[src/rtl/sread_pkg.sv]
package sread_pkg;
   // Field positions inside the status word; the layout is software-visible.
   localparam int unsigned START_BIT  = 0;
   localparam int unsigned CANCEL_BIT = 1;
   localparam int unsigned BUSY_BIT   = 2;
   localparam int unsigned FULL_BIT   = 3;
   localparam int unsigned PAIR_BIT   = 4;
   localparam int unsigned DONE_BIT   = 5;
   localparam int unsigned CNT_LSB    = 6;
   localparam int unsigned CNT_W      = 2;
   localparam int unsigned FIELD_W    = CNT_LSB + CNT_W;

   typedef struct packed {
      logic [CNT_W-1:0] done_cnt;
      logic             done_flag;
      logic             pair_busy;
      logic             full_flag;
      logic             busy;
      logic             cancel_rd;
      logic             start_rd;
   } stat_t;
endpackage

[src/rtl/sread_decode.sv]
module sread_decode #(
   parameter int unsigned ADDR_W     = 8,
   parameter int unsigned DATA_W     = 32,
   parameter logic [ADDR_W-1:0] REG_OFFSET = 'h60
) (
   input  logic              bus_wr,
   input  logic [ADDR_W-1:0] bus_addr,
   input  logic [DATA_W-1:0] bus_wdata,
   output logic              hit,
   output logic              start_req,
   output logic              cancel_req,
   output logic              clr_done,
   output logic              clr_full
);
   import sread_pkg::*;

   logic wr_hit;

   assign hit        = (bus_addr == REG_OFFSET);
   assign wr_hit     = bus_wr && hit;
   assign start_req  = wr_hit && bus_wdata[START_BIT];
   assign cancel_req = wr_hit && bus_wdata[CANCEL_BIT];
   assign clr_done   = wr_hit && bus_wdata[DONE_BIT];
   assign clr_full   = wr_hit && bus_wdata[FULL_BIT];
endmodule

[src/rtl/sread_queue.sv]
module sread_queue #(
   parameter int unsigned DEPTH     = 2,
   parameter bit          ABORT_REG = 1'b1
) (
   input  logic clk,
   input  logic rst_n,
   input  logic start_req,
   input  logic cancel_req,
   input  logic job_ready,
   input  logic job_done,
   output logic job_valid,
   output logic job_abort,
   output logic retire,
   output logic busy,
   output logic pair_busy
);
   localparam int unsigned CW = $clog2(DEPTH + 1);

   logic [CW-1:0] pend_q;
   logic          act_q;
   logic [CW:0]   outs;
   logic          issue;
   logic          accept;

   assign job_valid = (pend_q != '0) && !act_q;
   assign issue     = job_valid && job_ready;
   assign retire    = act_q && job_done && !cancel_req;
   assign outs      = {1'b0, pend_q} + (CW+1)'(act_q);
   assign accept    = start_req && !cancel_req && (outs < (CW+1)'(DEPTH));
   assign busy      = (outs != '0);
   assign pair_busy = (outs == (CW+1)'(DEPTH));

   always_ff @(posedge clk or negedge rst_n) begin
      if (!rst_n) begin
         pend_q <= '0;
         act_q  <= 1'b0;
      end else if (cancel_req) begin
         pend_q <= '0;
         act_q  <= 1'b0;
      end else begin
         pend_q <= pend_q + CW'(accept) - CW'(issue);
         act_q  <= (act_q && !retire) || issue;
      end
   end

   generate
      if (ABORT_REG) begin : g_abort_reg
         logic abort_q;
         always_ff @(posedge clk or negedge rst_n) begin
            if (!rst_n) abort_q <= 1'b0;
            else        abort_q <= cancel_req;
         end
         assign job_abort = abort_q;
      end else begin : g_abort_comb
         assign job_abort = cancel_req;
      end
   endgenerate
endmodule

[src/rtl/sread_status.sv]
module sread_status
   import sread_pkg::*;
(
   input  logic             clk,
   input  logic             rst_n,
   input  logic             retire,
   input  logic             full_evt,
   input  logic             clr_done,
   input  logic             clr_full,
   output logic             done_flag,
   output logic             full_flag,
   output logic [CNT_W-1:0] done_cnt
);
   localparam logic [CNT_W-1:0] CNT_MAX = '1;

   logic [CNT_W-1:0] cnt_base;
   logic [CNT_W-1:0] cnt_nxt;

   always_comb begin
      cnt_base = clr_done ? '0 : done_cnt;
      cnt_nxt  = cnt_base;
      if (retire && (cnt_base != CNT_MAX)) cnt_nxt = cnt_base + 1'b1;
   end

   always_ff @(posedge clk or negedge rst_n) begin
      if (!rst_n) begin
         done_flag <= 1'b0;
         full_flag <= 1'b0;
         done_cnt  <= '0;
      end else begin
         done_flag <= retire || (done_flag && !clr_done);
         full_flag <= full_evt || (full_flag && !clr_full);
         done_cnt  <= cnt_nxt;
      end
   end
endmodule

[src/rtl/sread_csr.sv]
module sread_csr #(
   parameter int unsigned ADDR_W      = 8,
   parameter int unsigned DATA_W      = 32,
   parameter logic [ADDR_W-1:0] REG_OFFSET = 'h60,
   parameter int unsigned QUEUE_DEPTH = 2,
   parameter bit          ABORT_REG   = 1'b1
) (
   input  logic              clk,
   input  logic              rst_n,
   input  logic              bus_wr,
   input  logic [ADDR_W-1:0] bus_addr,
   input  logic [DATA_W-1:0] bus_wdata,
   output logic [DATA_W-1:0] bus_rdata,
   output logic              job_valid,
   input  logic              job_ready,
   input  logic              job_done,
   input  logic              buf_full,
   output logic              job_abort
);
   import sread_pkg::*;

   generate
      if (DATA_W < FIELD_W) begin : g_bad_width
         $error("sread_csr: DATA_W must hold the status fields");
      end
      if (QUEUE_DEPTH < 1) begin : g_bad_depth
         $error("sread_csr: QUEUE_DEPTH must be at least 1");
      end
   endgenerate

   logic  hit, start_req, cancel_req, clr_done, clr_full;
   logic  retire, busy, pair_busy;
   logic  done_flag, full_flag;
   logic [CNT_W-1:0] done_cnt;
   stat_t stat;
   logic [FIELD_W-1:0] stat_byte;

   sread_decode #(.ADDR_W(ADDR_W), .DATA_W(DATA_W), .REG_OFFSET(REG_OFFSET)) u_decode (
      .bus_wr(bus_wr), .bus_addr(bus_addr), .bus_wdata(bus_wdata),
      .hit(hit), .start_req(start_req), .cancel_req(cancel_req),
      .clr_done(clr_done), .clr_full(clr_full)
   );

   sread_queue #(.DEPTH(QUEUE_DEPTH), .ABORT_REG(ABORT_REG)) u_queue (
      .clk(clk), .rst_n(rst_n), .start_req(start_req), .cancel_req(cancel_req),
      .job_ready(job_ready), .job_done(job_done), .job_valid(job_valid),
      .job_abort(job_abort), .retire(retire), .busy(busy), .pair_busy(pair_busy)
   );

   sread_status u_status (
      .clk(clk), .rst_n(rst_n), .retire(retire), .full_evt(buf_full),
      .clr_done(clr_done), .clr_full(clr_full),
      .done_flag(done_flag), .full_flag(full_flag), .done_cnt(done_cnt)
   );

   always_comb begin
      stat           = '0;
      stat.busy      = busy;
      stat.full_flag = full_flag;
      stat.pair_busy = pair_busy;
      stat.done_flag = done_flag;
      stat.done_cnt  = done_cnt;
   end

   assign stat_byte = stat;
   assign bus_rdata = hit ? DATA_W'(stat_byte) : '0;
endmodule

[config.mk]
export PLATFORM = sky130hd
export DESIGN_NAME = sread_csr
export DESIGN_NICKNAME = d
export VERILOG_FILES = /design/src/rtl/sread_pkg.sv /design/src/rtl/sread_decode.sv /design/src/rtl/sread_queue.sv /design/src/rtl/sread_status.sv /design/src/rtl/sread_csr.sv
export SDC_FILE = /design/constraint.sdc
export NUM_CORES = 1
export LEC_CHECK = 0
export BUFFER_PORTS_ARGS = -buffer_cell sky130_fd_sc_hd__buf_2
export CAP_MARGIN = 0
export CORE_AREA = 10 10 59 61
export DETAILED_ROUTE_END_ITERATION = 6
export DIE_AREA = 0 0 69 71
export PLACE_DENSITY = 0.78
export RECOVER_POWER = 25
export SYNTH_ARGS = -nofsm -noshare
export SYNTH_HDL_FRONTEND = slang
export SYNTH_SLANG_ARGS = --single-unit
[constraint.sdc]
create_clock -name clk -period 2.5 [get_ports clk]
set_clock_uncertainty 0.2 [all_clocks]
set_input_delay 0.5 -clock clk [delete_from_list [all_inputs] [get_ports clk]]
set_output_delay 0.5 -clock clk [all_outputs]
set_load 0.02 [all_outputs]
==> results.py, run 1 <==
metrics = {
    "layout": {
        "fin_nets": 180,
        "area_growth_pct": 25.4,
        "drive_above_1_share_pct": 38.9,
        "fin_util_pct": 43.2,
        "diodes": 0,
        "fillCellCount": 233,
        "finalNonFillerCells": 156,
        "regArea_um2": 200,
        "multi_input_area_um2": 529,
    },
    "clock_network": {
        "cts_tree": "built",
        "path_clk_slew_ps": 50,
        "htreeDepth": 1,
        "clock_sinks": 8,
        "clock_latency_ps": 240,
        "clockBufferDepth": 2,
        "cts_buffers": 3,
        "cts_root_buf": "clkbuf_4",
    },
    "detailed_routing": {
        "drc": 0,
        "wirelength_um": 2150,
        "wl_per_cell_um": 13.8,
        "dr_total_vias": 684,
        "postRouteAntennaNets": 0,
        "viasPerCell": 4.38,
        "first_pass_iters": 4,
        "drt_iter0_markers": 13,
    },
    "global_routing": {
        "grt_pass1_vias": 790,
        "overflow": 0,
        "antenna_found_initial": 0,
        "grt_max_degree": 9,
        "grt_usage_pct": 8.24,
        "grt_first_pass_wirelength_um": 3480,
    },
    "floorplanning": {
        "die_x_um": 69,
        "core_um2": 2390,
        "rows": 18,
        "start_util_pct": 34.4,
        "die_h_um": 71,
        "die-area_um2": 4900,
        "io_pins": 80,
    },
    "logic_synthesis": {
        "yosysUniqueCellTypes": 33,
        "syn_area_um2": 822,
        "seq_area_frac_synth_pct": 24.4,
        "synth_area_per_cell_um2": 9.13,
        "synth_top_area_cell": "dfrtp_1",
        "yosysWarnings": 0,
        "synthFlopType": "dfrtp_1",
        "ys_top_cells_by_area": "dfrtp_1 24%, buf_4 24%, ha_1 9.1%",
        "postSynthRegisterBits": 8,
        "synth_most_common_cell": "buf_4",
        "synthArstFlopShare_pct": 100,
        "synth_common_cells": "26 x buf_4, 8 x dfrtp_1, 6 x and3_1, 6 x ha_1, 5 x nor2_1",
        "synthCells": 90,
        "synth_top_area_share_pct": 24.4,
        "synth-edff-count": 0,
    },
    "pwr": {
        "cellLeakagePower_nw": 0.542,
        "pwr-share-clk_pct": 12.9,
        "p_sw_share_pct": 39.8,
        "p_total_mw": 0.714,
        "ir_drop_mv": 0.282,
        "p_int_mw": 0.429,
        "p_per_area_nw_per_um2": 692,
        "p_sw_mw": 0.284,
        "seqPwrFrac_pct": 30.5,
        "pwr-share-comb_pct": 56.6,
    },
    "place": {
        "portBuffers": 25,
        "preCtsSetupSlack_ps": -465,
        "dp.cells": 150,
        "place.gp.congestion": 0.759,
        "hpwlAfterDp_um": 1860,
    },
    "setup_path": {
        "path_class": "in2reg",
        "start_kind": "input pin",
        "worstPathRequired_ps": 2430,
        "max_stage_delay_ps": 530,
        "crit_path_end_kind": "flip-flop",
        "worst-path-max-fanout": 4,
        "arrival_ps": 2570,
        "crit_path_top_delay_cell": "or4b_4",
        "crit_path_cell_trace": "buf_6, or4b_4, or3_4, and2_4, ha_4, nand3b_1, a31oi_2, mux2_4",
    },
    "sta": {
        "final_max_slew_viol_count": 0,
        "setup_viol": 2,
        "setup_tns_ps": -158,
        "setup_slack_ps": -144,
        "min_period_ps": 2640,
        "finalHoldViolCount": 0,
        "fin_crit_sh_pct": 106,
        "fmax_mhz": 378,
        "rsz0062_at_grt": "true",
    },
    "flow_run": {
        "drv_cap": 0,
    },
    "status": {
        "status": "complete, but fails checks",
        "violations": "negative setup slack",
    },
    "worst_hold_path": {
        "hold_path.class": "in2reg",
    },
}
per-layer routing:
metal	vias to the layer above	wire length, um	share of wire (%)	global-route usage (%)
met3	2	143	6.6	2.79
met5	-	0	0	0
met2	22	1230	57	15.2
met4	0	10	0.46	3.80
li1	332	-	-	-
met1	328	772	36	8.10
layout by cell type, fill, tap and decap left out, drive strengths merged, types with 2 or more instances in the layout:
master and count:
buf 33, conb 26, dfrtp 8, and3 6, ha 6, nor2 5, inv 4, clkbuf 4
and2 4, nand2 3, nor4b 2, or4b 2, nor2b 2, xnor2 2
worst paths after layout:
| kind | slack, ps | cells past startpoint | end | startpoint |
|---|---|---|---|---|
| min reg2reg | 280 | 1 | u_status.full_flag | u_status.full_flag |
| min | 230 | 2 | u_status.full_flag | buf_full |
| max | -140 | 8 | u_status.done_cnt[1] | bus_addr[7] |
| max in group asynchronous | 1310 | 2 | u_queue.act_q | rst_n |
| max reg2reg | 500 | 8 | u_queue.pend_q[1] | u_queue.act_q |
| min in group asynchronous | 500 | 2 | u_status.full_flag | rst_n |
sequential cells by signal, summed over array words and instances, names as in the netlist:
signal / cells
u_queue.pend_q: 2
u_status.done_flag: 1
u_queue.job_abort: 1
u_status.done_cnt: 2
u_queue.act_q: 1
u_status.full_flag: 1
kinds of logic (layout without fill, tap and decap cells):
| kind of cell | after synthesis | in the layout | share of synthesized area (%) |
|---|---|---|---|
| xor gates and xnor gates | 2 | 2 | 2.13 |
| AOI/OAI and AO/OA | 10 | 10 | 9.89 |
| DFF | 8 | 8 | 24.4 |
| other | 1 | 26 | 0.456 |
| buffers and inverters | 31 | 42 | 26.0 |
| muxes | 1 | 1 | 1.37 |
| and+or+nand+nor | 31 | 31 | 26.6 |
| adders and majority gates | 6 | 6 | 9.13 |
final cells by class:
| type | instances | share of cell area [%] |
|---|---|---|
| clock buffer | 3 | 2.18 |
| inverter | 4 | 1.46 |
| multi-input combinational | 76 | 51.3 |
| sequential | 8 | 19.4 |
| tap | 30 | 3.64 |
| timing repair buffer | 35 | 22.0 |
worst max-delay path: cells and delay by family:
family,cells,cell delay (ps)
and+or+nand+nor,4,1290
muxes,1,320
AOI/OAI and AO/OA,1,220
adders and majority gates,1,150
buffers and inverters,1,90
what timing repair did:
item | 4_1_cts | 5_1_grt
hold buffers | 1 | 0
buffers inserted | 2 | 0
hold endpoints to repair | 8 | 0
pin swaps | 3 | 4
endpoints found under the setup margin | 2 | 2
gates resized for setup | 4 | 3
through the flow:
step,instance area (um2),hold slack (ps)
finish,1030,230
CTS,1020,221
detailed placement,947,147
global route,1030,229
floorplan,931,4.41
global placement,947,142
power groups by stage:
stage | Clock, mW | Sequential [mW] | Combinational, mW
after floorplan | 0 | 0.204 | 0.319
after CTS | 0.0989 | 0.217 | 0.405
after global placement | 0 | 0.214 | 0.354
after global routing | 0.105 | 0.223 | 0.452
final | 0.0923 | 0.218 | 0.404
after detailed placement | 0 | 0.219 | 0.379
(Power assumes the default switching activity.)
==> run 2: changes to the inputs <==
==> constraint.sdc (replaced) <==
create_clock -name clk -period 2.5 [get_ports clk]
set_clock_uncertainty 0.2 [all_clocks]
set_input_delay 0 -clock clk [delete_from_list [all_inputs] [get_ports clk]]
set_output_delay 0 -clock clk [all_outputs]
set_load 0.02 [all_outputs]
==> run 2 against run 1 <==
The run now ends clean. Clock power up 3.0%. First-iteration DRC count shrank 7.7%. Fmax grew 14%. Count of clock-buffer cells in the layout unchanged. Die area stayed put. Worst hold slack got worse by 210 ps. Critical endpoint unchanged. Largest power group unchanged.
==> results.py, run 2 (same netlist as run 1, synthesis figures left out) <==
metrics = {
    "status": {
        "status": "complete, no violations",
    },
    "setup_path": {
        "critical_path_buf_inv_count": 1,
        "path_class": "in2reg",
        "crit_path_cell_trace": "buf_2, or4b_4, or3_4, and2_2, ha_1, nand3b_1, a31oi_1, mux2_2",
        "crit_path_top_delay_cell": "or4b_4",
        "worstPathRequired_ps": 2430,
        "arrival_ps": 2260,
        "max_stage_delay_ps": 530,
        "crit_family": "simple AND/OR/NAND/NOR gates",
        "start_kind": "input pin",
        "crit_path_end_kind": "flip-flop",
        "worst-path-max-fanout": 3,
    },
    "floorplanning": {
        "die_x_um": 69,
        "start_util_pct": 34.4,
        "die-area_um2": 4900,
        "rows": 18,
        "io_pins": 80,
        "die_h_um": 71,
        "core_um2": 2390,
    },
    "place": {
        "place.gp.congestion": 0.792,
        "portBuffers": 25,
        "hpwlAfterDp_um": 1770,
        "preCtsSetupSlack_ps": -76.8,
    },
    "global_routing": {
        "grt_usage_pct": 7.92,
        "antenna_found_initial": 0,
        "grt_pass1_vias": 816,
        "grt_max_degree": 9,
        "overflow": 0,
        "grt_first_pass_wirelength_um": 3330,
    },
    "pwr": {
        "cellLeakagePower_nw": 0.516,
        "ir_drop_mv": 0.247,
        "p_total_mw": 0.676,
        "p_per_area_nw_per_um2": 673,
    },
    "detailed_routing": {
        "wl_per_cell_um": 12.8,
        "wirelength_um": 2040,
        "viasPerCell": 4.37,
        "first_pass_iters": 4,
        "dr_total_vias": 695,
        "postRouteAntennaNets": 0,
        "drc": 0,
        "drt_iter0_markers": 12,
    },
    "sta": {
        "fin_crit_sh_pct": 93.0,
        "setup_tns_ps": 0,
        "fmax_mhz": 430,
        "final_max_slew_viol_count": 0,
        "setup_viol": 0,
        "rsz0062_at_grt": "false",
        "finalHoldViolCount": 0,
        "min_period_ps": 2330,
        "hold_slack_ps": 20.5,
        "setup_slack_ps": 174,
    },
    "layout": {
        "fillCellCount": 263,
        "area_growth_pct": 22.2,
        "fin_nets": 183,
        "diodes": 0,
        "fin_util_pct": 42.1,
        "final_common_cell": "conb_1",
        "drive_above_1_share_pct": 28.7,
        "reg.largest.list": "u_queue.pend_q x2, u_status.done_cnt x2",
        "final_cell_mix": "26 x conb_1, 21 x buf_2, 8 x dlygate4sd3_1, 8 x dfrtp_1",
    },
    "clock_network": {
        "cts_buffers": 3,
        "cts_tree": "built",
        "htreeDepth": 1,
        "cts_post_setup_buffers_inserted": 0,
        "path_clk_slew_ps": 50,
        "clock_sinks": 8,
        "cts_resized": 0,
        "hold_buffers": 8,
        "clock_latency_ps": 250,
        "cts_root_buf": "clkbuf_4",
        "clockBufferDepth": 2,
    },
    "flow_run": {
        "drv_cap": 0,
    },
    "worst_hold_path": {
        "hold_path.class": "in2reg",
    },
}
## run 2: layout make-up
type	count	area [um2]	share of cell area, %
sequential	8	200	19.9
timing repair buffer	38	234	23.3
tap	30	37.5	3.74
inverter	4	15.0	1.49
clock buffer	3	22.5	2.24
multi-input combinational	76	495	49.3
## run 2: power breakdown
part           switching, mW  total, mW  internal, mW
logic                  0.190      0.367         0.177
clock network         0.0404     0.0951        0.0547
registers             0.0411      0.214         0.173
## run 2: worst paths after layout
| path | end | slack, ps | start | cells past startpoint |
|---|---|---|---|---|
| max in group asynchronous | u_status.done_flag | 1340 | rst_n | 3 |
| max reg2reg | u_queue.pend_q[1] | 490 | u_queue.act_q | 8 |
| min in group asynchronous | u_queue.pend_q[0] | 510 | rst_n | 3 |
| min | u_status.done_cnt[0] | 20 | bus_wr | 4 |
| min reg2reg | u_status.done_flag | 290 | u_status.done_flag | 1 |
| max | u_status.done_cnt[1] | 170 | bus_addr[1] | 8 |
## run 2: worst register-to-register path, delay by kind of cell (launching register included)
| kind | cells | cell delay (ps) |
|---|---|---|
| fa+ha+maj | 2 | 470 |
| simple gates | 2 | 230 |
| buf+inv | 1 | 40 |
| xor+xnor | 2 | 310 |
| compound gates | 1 | 200 |
| flops | 1 | 450 |
## run 2: metrics by stage
| step | instance area (um2) | std cells |
|---|---|---|
| after floorplan | 916 | 115 |
| after global placement | 917 | 148 |
| after detailed placement | 917 | 148 |
| after CTS | 1020 | 159 |
| after global routing | 1000 | 159 |
| final | 1000 | 159 |
## run 2: routing by layer
layer	GRT usage [%]	part of all wire (%)
met5	0	0
met4	5.15	1.3
met3	3.35	11
met2	13.8	51
met1	7.52	37
